`src/rtl/chpd_pkg.sv`:
```
package chpd_pkg;

   typedef enum logic [1:0] {
      CH_ACTIVE = 2'b00,
      CH_HIZ    = 2'b01,
      CH_R1K    = 2'b10,
      CH_R100K  = 2'b11
   } ch_mode_e;

   // Converts a command mode request into a stored channel code
   function automatic ch_mode_e cmd_to_mode(input logic [1:0] req);
      ch_mode_e m;
      case (req)
         2'b01:   m = CH_R1K;
         2'b10:   m = CH_R100K;
         default: m = CH_HIZ;
      endcase
      return m;
   endfunction

endpackage

```
`src/rtl/chpd_target.sv`:
```
module chpd_target #(
   parameter int NUM_CH = 8,
   parameter int SEL_W  = 3
) (
   input  logic              group_n1,
   input  logic [SEL_W-1:0]  sel,
   output logic [NUM_CH-1:0] hit
);
   localparam int TOP_W = SEL_W + 1;

   logic [TOP_W-1:0] top_idx;
   assign top_idx = {1'b0, sel} + TOP_W'(1);

   for (genvar i = 0; i < NUM_CH; i++) begin : g_hit
      assign hit[i] = group_n1 ? (TOP_W'(i) <= top_idx)
                               : ({1'b0, sel} == TOP_W'(i));
   end

   always_comb begin
      if (group_n1)
         assert_prefix_base_R4: assert (hit[1:0] == 2'b11);
      else
         assert_single_onehot_R3: assert ($onehot0(hit));
   end

endmodule

```
`src/rtl/chpd_store.sv`:
```
module chpd_store
   import chpd_pkg::*;
(
   input  logic     clk,
   input  logic     rst_n,
   input  logic     set,
   input  ch_mode_e set_mode,
   input  logic     wake,
   output ch_mode_e state
);

   always_ff @(posedge clk or negedge rst_n) begin
      if (!rst_n)
         state <= CH_ACTIVE;
      else if (set)
         state <= set_mode;
      else if (wake)
         state <= CH_ACTIVE;
   end

   assert_set_wins_R7: assert property (@(posedge clk) disable iff (!rst_n)
      set |=> state == $past(set_mode));

   assert_wake_active_R6: assert property (@(posedge clk) disable iff (!rst_n)
      (wake && !set) |=> state == CH_ACTIVE);

   assert_hold_R5: assert property (@(posedge clk) disable iff (!rst_n)
      (!set && !wake) |=> $stable(state));

endmodule

```
`src/rtl/chpd_override.sv`:
```
module chpd_override #(
   parameter int NUM_CH = 8
) (
   input  logic                  global_pd_n,
   input  logic [2*NUM_CH-1:0]   stored,
   output logic [2*NUM_CH-1:0]   shown
);
   import chpd_pkg::*;

   for (genvar i = 0; i < NUM_CH; i++) begin : g_ovr
      assign shown[2*i +: 2] = global_pd_n ? stored[2*i +: 2] : 2'(CH_HIZ);
   end

endmodule

```
`src/rtl/chan_pwr_ctrl.sv`:
```
module chan_pwr_ctrl
   import chpd_pkg::*;
#(
   parameter int NUM_CH = 8,
   parameter int SEL_W  = 3
) (
   input  logic                 clk,
   input  logic                 rst_n,
   input  logic                 pd_strobe,
   input  logic                 pd_group,
   input  logic [SEL_W-1:0]     pd_sel,
   input  logic [1:0]           pd_mode,
   input  logic [NUM_CH-1:0]    load_mask,
   input  logic                 global_pd_n,
   output logic [2*NUM_CH-1:0]  out_mode
);
   localparam int OUT_W = 2 * NUM_CH;

   if (NUM_CH < 2 || NUM_CH > (1 << SEL_W)) begin : g_bad_cfg
      $error("chan_pwr_ctrl: NUM_CH must lie in 2..2**SEL_W");
   end

   logic [NUM_CH-1:0] hit;
   ch_mode_e          req_mode;
   ch_mode_e          stored [NUM_CH];
   logic [OUT_W-1:0]  stored_flat;

   assign req_mode = cmd_to_mode(pd_mode);

   chpd_target #(.NUM_CH(NUM_CH), .SEL_W(SEL_W)) u_target (
      .group_n1 (pd_group),
      .sel      (pd_sel),
      .hit      (hit)
   );

   for (genvar i = 0; i < NUM_CH; i++) begin : g_ch
      chpd_store u_store (
         .clk      (clk),
         .rst_n    (rst_n),
         .set      (pd_strobe && hit[i]),
         .set_mode (req_mode),
         .wake     (load_mask[i]),
         .state    (stored[i])
      );
      assign stored_flat[2*i +: 2] = stored[i];
   end

   chpd_override #(.NUM_CH(NUM_CH)) u_ovr (
      .global_pd_n (global_pd_n),
      .stored      (stored_flat),
      .shown       (out_mode)
   );

   assert_global_hiz_R8: assert property (@(posedge clk) disable iff (!rst_n)
      !global_pd_n |-> out_mode == {NUM_CH{2'b01}});

   assert_release_R9: assert property (@(posedge clk) disable iff (!rst_n)
      $rose(global_pd_n) |-> out_mode == stored_flat);

   assert_strobe_lands_R3: assert property (@(posedge clk) disable iff (!rst_n)
      (pd_strobe && !pd_group && pd_sel == '0) |=> stored[0] == $past(req_mode));

endmodule

```
`config.mk`:
```
export PLATFORM = sky130hd
export DESIGN_NAME = chan_pwr_ctrl
export DESIGN_NICKNAME = d
export VERILOG_FILES = /design/src/rtl/chpd_pkg.sv /design/src/rtl/chpd_target.sv /design/src/rtl/chpd_store.sv /design/src/rtl/chpd_override.sv /design/src/rtl/chan_pwr_ctrl.sv
export SDC_FILE = /design/constraint.sdc
export NUM_CORES = 1
export LEC_CHECK = 0
export ABC_AREA = 1
export ABC_CLOCK_PERIOD_IN_PS = 1200
export BUFFER_PORTS_ARGS = -buffer_cell sky130_fd_sc_hd__clkbuf_2
export CORE_MARGIN = 2
export CORE_UTILIZATION = 54
export CTS_BUF_LIST = sky130_fd_sc_hd__clkbuf_16
export DETAILED_ROUTE_END_ITERATION = 16
export GPL_ROUTABILITY_DRIVEN = 0
export PLACE_DENSITY = 0.93
export SYNTH_ARGS = -nofsm -noshare
export SYNTH_HDL_FRONTEND = slang
export SYNTH_SLANG_ARGS = --single-unit
```
`constraint.sdc`:
```
create_clock -name clk -period 1.2 [get_ports clk]
set_input_delay 0.24 -clock clk [delete_from_list [all_inputs] [get_ports clk]]
set_output_delay 0.24 -clock clk [all_outputs]
set_load 0.02 [all_outputs]
```
# Word-level counts from Yosys, hierarchy flattened
# Cells that the tools add are included.
# Widths: inputs -> output; s select.
# totals
out_inout_bits	16
rom_bits	0
n_memories	0
elab_cells	76
reg_bits	16
in_bits	18
latch_bits	0
ramBits	0
# op_classes
reduce_logical	17
addsub	1
n_bitwise	0
mul	0
n_lt_le_gt_ge	8
shifts	0
n_div	0
n_eq_ne	9
n_mux	33
# op_table
operator	n
$mux 2	24
$le 3x4->1 const A	4
$reduce_bool 2->1	8
$eq 3x3->1 const B	4
$le 1x4->1 const A	2
$le 2x4->1 const A	2
$logic_and 1x1->1	8
$mux 1	8
$eq 3x2->1 const B	2
$add 3x1->4 const B	1
$pmux 2 s2	1
$eq 3x1->1 const B	1
$logic_not 3->1	1
$eq 2x1->1 const B	1
$eq 2x2->1 const B	1

# Longest topological paths before layout
# Gate-level depths: netlist of run 1.
# depth
ltp_word	5
mapped_depth	9

# By module
# From an unflattened synthesis of run 1, not the netlist that was laid out.
# unflattened
cells_unflattened	170
area_unflattened_um2	1144.8
# modules_own_cells
mod	n_inst	area_each_um2	seq_area_each_um2	cells_per_inst
chpd_store	8	78.8	50.0	9
chpd_target	1	269.0	0.0	43
chpd_override	1	156.4	0.0	34
chan_pwr_ctrl	1	88.8	0.0	21

# Worst setup path before layout of run 1
# Ideal clock, no wire load.
# synth_path
path_kind	input to register
startpoint	input pd_sel[0]
endpoint	register g_ch[5].u_store.state[0]
path_stages	8
setup_slack_ns	-0.192
n_path_buf	0
arrival_time_ns	1.274
setup_ns	0.117
path_cell_list	ha_1 ha_1 nor2_1 nor2_1 nor2_1 nand2_2 nand3_1 nand2_1
# synth_between
elab_chain_len	5
elab_cells_between_ends	7
classes_between	add/sub: 1; order compare: 1; eq/ne: 1; mux: 2; reduce/logical: 2
# synth_lines
item	line	text
start, declared	chan_pwr_ctrl.sv:11	input logic [SEL_W-1:0] pd_sel,
$add 3x1->4	chpd_target.sv:12	assign top_idx = {1'b0, sel} + TOP_W'(1);
$le 3x4->1	chpd_target.sv:15	assign hit[i] = group_n1 ? (TOP_W'(i) <= top_idx)
$mux 1 (*)	chpd_target.sv:15	
$logic_and 1x1->1 (*)	chan_pwr_ctrl.sv:40	.set (pd_strobe && hit[i]),
$mux 2 / $reduce_bool 2->1 (equally long branches)	-	
end signal, assigned	chpd_store.sv:16	state <= set_mode;
end, declared	chpd_store.sv:9	output ch_mode_e state
# Every way passes the cells marked *; elsewhere a longest branch is shown, timed or not.
# A chain may end at the register's enable or synchronous reset.

# Final worst setup path of run 1
# layout_path
startpoint	input pd_sel[1]
endpoint	register g_ch[5].u_store.state[0]
# The elaborated chain is that of the path after synthesis.

==> flow_summary.json, run 1 <==
{
  "cts_tree": "yes",
  "cts_max_path_buffers": 2,
  "netlist-cell-type-count": 17,
  "number_of_enable_flip_flop_cells_after_synthesis": 0,
  "timing.max_cap.violations": 0,
  "syn_area_per_cell_sq_um": 7.06,
  "synth-async-reset-ratio_pct": 100,
  "synth.most_common_cell": "sky130_fd_sc_hd__nand2_1",
  "cellLeakagePower_nw": 0.877,
  "endpoint_kind": "register",
  "clock_skew_ps": 0,
  "antenna_found_initial": 0,
  "largest_register_ffs": 16,
  "overflow": 0,
  "synthDominantAreaCellType": "sky130_fd_sc_hd__dfrtp_1",
  "dieWidth_microns": 48.9,
  "max-slew-margin-rel_pct": 73.0,
  "net_count_reported_at_finish": 225,
  "drt_wirelength_microns": 2960,
  "power.share.clock_pct": 37.7,
  "post_synth_inst_count": 154,
  "combPwrFrac_pct": 25.7,
  "final_layout_size_suffix_gt1_share_pct": 33.0,
  "min-delay-path-class": "in2reg",
  "detailed_place_hpwl_microns": 1980,
  "synth_area_leaders": "sky130_fd_sc_hd__dfrtp_1 37%, sky130_fd_sc_hd__nand2_1 12%, sky130_fd_sc_hd__nand3_1 12%",
  "postLayoutCoreUtil_pct": 77.9,
  "clock_slew_seen_by_the_registers_of_the_worst_setup_and_hold_paths_ps": 50,
  "cts_root_buf": "sky130_fd_sc_hd__clkbuf_16",
  "cell_internal_pwr_mw": 1.20,
  "grt_setup_unrepaired": "no",
  "total_of_warnings_raised_by_yosys": 0,
  "die-height_microns": 48.9,
  "grt_pass1_vias": 1133,
  "grtUsageTotal_pct": 27.7,
  "timing.final.hold_violations": 0,
  "net-switching-power_mw": 0.510,
  "avg_vias_per_cell": 5.22,
  "core_region_area_sq_um": 1920,
  "finalCriticalPeriod_ps": 1170,
  "drt_iter0_drc": 34,
  "io_pins": 34,
  "seqPwrFrac_pct": 36.5,
  "cp.arrival_ps": 1360,
  "cts_buffers": 3,
  "antennaDiodeCount": 0,
  "std_cell_rows": 16,
  "timing_worst_slew_pin_value_ps": 405,
  "pre_cts_ws_ps": -189,
  "synthesis.nets": 180,
  "synth.ff_latch_count": 16,
  "holdPathStages": 4,
  "netlist_area_sq_um": 1090,
  "initial_core_util_pct": 56.6,
  "peakVddDrop_uv": 981,
  "detail_route.drc_violations": 0,
  "worstSkewPairLatency_ps": 250,
  "critPathRequiredTime_ps": 1390,
  "clock_sinks": 16,
  "status": "finished clean",
  "min_period_over_period_pct": 97.5,
  "synth_ff_type": "sky130_fd_sc_hd__dfrtp_1",
  "route.vias.total": 1170,
  "reg.largest.list": "g_ch.u_store.state x16",
  "avgRoutedWirePerCell_microns": 13.2,
  "path_class": "in2reg",
  "report.final.setup_viol": 0,
  "ff2ff_path_depth": 2,
  "worst-path-max-fanout": 3,
  "synth_to_layout_area_growth_pct": 37.6,
  "route.antenna.remaining_nets": 0,
  "worstSetupStartpointType": "primary input",
  "numPortBuffers": 33,
  "grt_start_max_net_pins": 17,
  "top_register": "g_ch.u_store.state",
  "switching_share_pct": 29.9,
  "power_density_nw_per_um2": 1140,
  "drt-pass1-iter-count": 4,
  "synth.top_cell.area_share_pct": 36.8,
  "die_area_sq_um": 2390,
  "setup_ws_ps": 30.5,
  "synth_top_cells_by_count": "36 x sky130_fd_sc_hd__nand2_1, 33 x sky130_fd_sc_hd__inv_1, 27 x sky130_fd_sc_hd__nand3_1",
  "synth.yosys.seq_area_share_pct": 36.8,
  "fmaxAchievable_mhz": 855,
  "final_max_slew_viol_count": 0,
  "global_route_wire_length_before_repair_microns": 5020,
  "cts_max_level": 1
}
==> placed cells by master, fill, tap and decap left out <==
master                          instances
sky130_fd_sc_hd__nand2_1               36
sky130_fd_sc_hd__inv_1                 31
sky130_fd_sc_hd__clkbuf_2              30
sky130_fd_sc_hd__nand3_1               25
sky130_fd_sc_hd__dfrtp_1               16
sky130_fd_sc_hd__buf_4                  8
sky130_fd_sc_hd__nor2_1                 6
sky130_fd_sc_hd__o21ai_1                6
sky130_fd_sc_hd__inv_2                  5
sky130_fd_sc_hd__a21oi_2                4
sky130_fd_sc_hd__ha_1                   4
sky130_fd_sc_hd__o21ai_0                3
sky130_fd_sc_hd__nand4_1                3
sky130_fd_sc_hd__nand3_2                3
sky130_fd_sc_hd__ha_4                   3
sky130_fd_sc_hd__clkbuf_16              3
sky130_fd_sc_hd__o21ai_2                2
sky130_fd_sc_hd__nand2_2                2
sky130_fd_sc_hd__o211ai_1               1
sky130_fd_sc_hd__nor2_4                 1
sky130_fd_sc_hd__ha_2                   1
sky130_fd_sc_hd__dlygate4sd3_1          1
sky130_fd_sc_hd__buf_6                  1
sky130_fd_sc_hd__buf_8                  1
sky130_fd_sc_hd__buf_2                  1
==> cells by family (layout without fill, tap and decap cells) <==
kind of cell	Yosys count	in the layout	share of synthesized area [%]
buffers and inverters	38	81	13.2
flip-flops	16	16	36.8
AND/OR/NAND/NOR	76	76	31.1
adder cells (fa/ha/maj)	8	8	9.21
AO/OA/AOI/OAI	16	16	9.67
==> power by group through the flow <==
| stage | clock [mW] | combinational, mW | sequential (mW) |
|---|---|---|---|
| finish | 0.645 | 0.440 | 0.624 |
| global route | 0.687 | 0.482 | 0.629 |
| CTS | 0.647 | 0.420 | 0.622 |
| detailed placement | 0 | 0.406 | 0.630 |
| global placement | 0 | 0.390 | 0.626 |
| floorplan | 0 | 0.262 | 0.622 |
==> final cells by class <==
cell class              count  area [sq um]
flip-flops and latches     16           400
repair buffers             42           251
inverters                  36           135
clock buffers               3          75.1
well taps                  27          33.8
fillers                   140           425
multi-input cells         100           601
==> per-layer routing <==
metal  routed length (microns)  GRT usage (%)
met2                      1480           47.7
met3                       137           4.29
met1                      1220           32.3
met4                       124           16.7
met5                         0              0
==> through the flow <==
step	hold WS [ps]	total power, mW	TNS, ps	instances	area [sq um]
2_1_floorplan	-55.6	0.884	0	154	1120
3_3_place_gp	175	1.02	-1100	220	1370
3_5_place_dp	187	1.04	-1600	220	1370
4_1_cts	253	1.69	0	224	1460
5_1_grt	273	1.80	0	224	1500
6_report	265	1.71	0	224	1500
==> worst max-delay path: stages <==
cell	delay (ps)
sky130_fd_sc_hd__buf_8	100
sky130_fd_sc_hd__ha_4	170
sky130_fd_sc_hd__ha_4	260
sky130_fd_sc_hd__nor2_4	90
sky130_fd_sc_hd__nor2_1	60
sky130_fd_sc_hd__nor2_1	130
sky130_fd_sc_hd__nand2_2	80
sky130_fd_sc_hd__nand2_2	80
sky130_fd_sc_hd__nand3_2	70
sky130_fd_sc_hd__nand2_1	80
==> worst paths after layout <==
| check | startpoint | end | slack [ps] |
|---|---|---|---|
| min in group asynchronous | rst_n | g_ch[0].u_store.state[1] | 470 |
| hold reg to reg | g_ch[6].u_store.state[0] | g_ch[6].u_store.state[0] | 510 |
| hold / removal | load_mask[6] | g_ch[6].u_store.state[0] | 260 |
| max in group asynchronous | rst_n | g_ch[1].u_store.state[0] | 440 |
| setup reg to reg | g_ch[7].u_store.state[1] | g_ch[7].u_store.state[1] | 520 |
| setup / recovery | pd_sel[1] | g_ch[5].u_store.state[0] | 30 |
==> timing repair <==
action | 4_1_cts | 5_1_grt
endpoints found under the setup margin | 0 | 7
hold endpoints to repair | 16 | 0
hold buffers | 1 | 0
gates resized for setup | 0 | 14
setup buffers | 0 | 0
(Power assumes the default switching activity.)
==> inputs of run 2 (changes only) <==
--- a/config.mk
+++ b/config.mk
@@ -6,7 +6,7 @@
 export NUM_CORES = 1
 export LEC_CHECK = 0
 export ABC_AREA = 1
-export ABC_CLOCK_PERIOD_IN_PS = 1200
+export ABC_CLOCK_PERIOD_IN_PS = 1500
 export BUFFER_PORTS_ARGS = -buffer_cell sky130_fd_sc_hd__clkbuf_2
 export CORE_MARGIN = 2
 export CORE_UTILIZATION = 54
==> constraint.sdc (replaced) <==
create_clock -name clk -period 1.5 [get_ports clk]
set_input_delay 0.3 -clock clk [delete_from_list [all_inputs] [get_ports clk]]
set_output_delay 0.3 -clock clk [all_outputs]
set_load 0.02 [all_outputs]
==> flow_summary.json, run 2 (synthesis gave the netlist of run 1 again) <==
{
  "grt_start_max_net_pins": 17,
  "fmaxAchievable_mhz": 720,
  "mostFrequentLayoutCell": "sky130_fd_sc_hd__nand2_1",
  "cts_max_level": 1,
  "grtUsageTotal_pct": 26.0,
  "critPathRequiredTime_ps": 1690,
  "initial_core_util_pct": 56.6,
  "switching_share_pct": 29.6,
  "grt_setup_unrepaired": "no",
  "die_area_sq_um": 2390,
  "seqPwrFrac_pct": 37.1,
  "avg_vias_per_cell": 5.31,
  "combPwrFrac_pct": 24.4,
  "timing_worst_slew_pin_value_ps": 406,
  "status": "finished clean",
  "report.final.setup_viol": 0,
  "met1_global_route_usage_pct": 27.9,
  "std_cell_rows": 16,
  "p_total_mw": 1.34,
  "net_count_reported_at_finish": 224,
  "drt_iter0_drc": 60,
  "grt_use_met2_pct": 49.3,
  "critical-path-top-cell-by-count": "sky130_fd_sc_hd__nor2_1",
  "layout_common_cells": "36 x sky130_fd_sc_hd__nand2_1, 33 x sky130_fd_sc_hd__inv_1, 33 x sky130_fd_sc_hd__clkbuf_2",
  "drt_wirelength_microns": 2830,
  "top_register": "g_ch.u_store.state",
  "net-switching-power_mw": 0.397,
  "cellLeakagePower_nw": 0.872,
  "power_density_nw_per_um2": 943,
  "io_pins": 34,
  "worst-path-max-fanout": 3,
  "postLayoutCoreUtil_pct": 74.2,
  "numPortBuffers": 33,
  "reg.largest.list": "g_ch.u_store.state x16",
  "antenna_found_initial": 0,
  "drt-pass1-iter-count": 4,
  "avgRoutedWirePerCell_microns": 12.6,
  "min-delay-path-class": "in2reg",
  "timing.critical_path.slowest_stage_cell": "sky130_fd_sc_hd__ha_1",
  "die-height_microns": 48.9,
  "clock_sinks": 16,
  "timing.max_cap.violations": 0,
  "cts_buffers": 3,
  "worstSkewPairLatency_ps": 240,
  "timing.final.hold_violations": 0,
  "cell_internal_pwr_mw": 0.947,
  "overflow": 0,
  "global_route_wire_length_before_repair_microns": 4820,
  "worstSetupStartpointType": "primary input",
  "cp.arrival_ps": 1570,
  "cts_root_buf": "sky130_fd_sc_hd__clkbuf_16",
  "grt_pass1_vias": 1193,
  "finalCriticalPeriod_ps": 1390,
  "cpPeakStageDelay_ps": 320,
  "final_layout_size_suffix_gt1_share_pct": 27.9,
  "path_class": "in2reg",
  "clock_skew_ps": 0,
  "cts_tree": "yes",
  "dieWidth_microns": 48.9,
  "kind_of_cell_adding_the_most_delay_to_the_critical_path": "simple AND/OR/NAND/NOR gates",
  "core_region_area_sq_um": 1920,
  "antennaDiodeCount": 0,
  "min_period_over_period_pct": 92.6,
  "critical_path.n_buffers_inverters": 1,
  "peakVddDrop_uv": 528,
  "detail_route.drc_violations": 0,
  "cts_setup_buffers": 0,
  "global_route.peak_usage_layer": "met2",
  "largest_register_ffs": 16,
  "synth_to_layout_area_growth_pct": 31.2,
  "cts_max_path_buffers": 2,
  "detailed_place_hpwl_microns": 2070,
  "path_cells": "clkbuf_2 > ha_1 > ha_1 > nor2_1 > nor2_1 > nor2_1 > nand2_2 > nand2_2 > nand3_1 > nand2_1",
  "route.antenna.remaining_nets": 0,
  "grt_util_met3_pct": 2.15,
  "clock_slew_seen_by_the_registers_of_the_worst_setup_and_hold_paths_ps": 50,
  "final_max_slew_viol_count": 0,
  "fillCellCount": 147,
  "route.vias.total": 1189,
  "power.share.clock_pct": 38.5,
  "endpoint_kind": "register",
  "max-slew-margin-rel_pct": 72.9
}
run 2: cell type report:
type / instances / area (sq um) / share of cell area (%)
clock buffers: 3 / 75.1 / 5.26
clock inverters: 1 / 3.75 / 0.263
flip-flops and latches: 16 / 400 / 28.1
inverters: 36 / 135 / 9.47
multi-input cells: 100 / 551 / 38.6
repair buffers: 41 / 228 / 16.0
well taps: 27 / 33.8 / 2.37
run 2: power by group through the flow:
stage / sequential, mW / clock, mW / combinational (mW)
global placement: 0.502 / 0 / 0.299
global route: 0.502 / 0.535 / 0.364
floorplan: 0.498 / 0 / 0.198
CTS: 0.498 / 0.520 / 0.324
finish: 0.498 / 0.518 / 0.328
detailed placement: 0.504 / 0 / 0.315
run 2: metrics by stage:
stage	area, sq um	hold slack (ps)	setup WS, ps	setup TNS (ps)	cells
finish	1430	328	112	0	224
global route	1430	349	2.03	0	224
CTS	1420	328	110	0	224
detailed placement	1330	244	-122	-752	219
global placement	1330	236	-60.1	-257	219
floorplan	1090	4.41	48.4	0	154
run 2: routing by layer:
metal / wire, microns / vias up
li1: - / 571
met1: 1120 / 557
met2: 1490 / 50
met3: 135 / 11
met4: 91 / 0
met5: 0 / -
run 2: worst paths after layout:
path / start / end / slack (ps) / depth (start not counted)
worst max-delay path: pd_sel[0] / g_ch[5].u_store.state[1] / 110 / 10
worst min-delay path: load_mask[5] / g_ch[5].u_store.state[0] / 330 / 4
worst max register to register: g_ch[7].u_store.state[0] / g_ch[7].u_store.state[0] / 830 / 2
worst min register to register: g_ch[5].u_store.state[0] / g_ch[5].u_store.state[0] / 510 / 2
max in group asynchronous: rst_n / g_ch[2].u_store.state[1] / 690 / 2
min in group asynchronous: rst_n / g_ch[7].u_store.state[1] / 520 / 2
run 2: repair_timing:
item | CTS | global route
setup endpoints to repair | 0 | 2
hold endpoints to repair | 16 | 0
resized for setup | 0 | 1
hold buffers | 1 | 0
run 2: worst register-to-register path, delay by kind of cell (launching register included):
kind | cells | cell delay [ps]
flops | 1 | 380
simple gates | 1 | 80
compound gates | 1 | 80
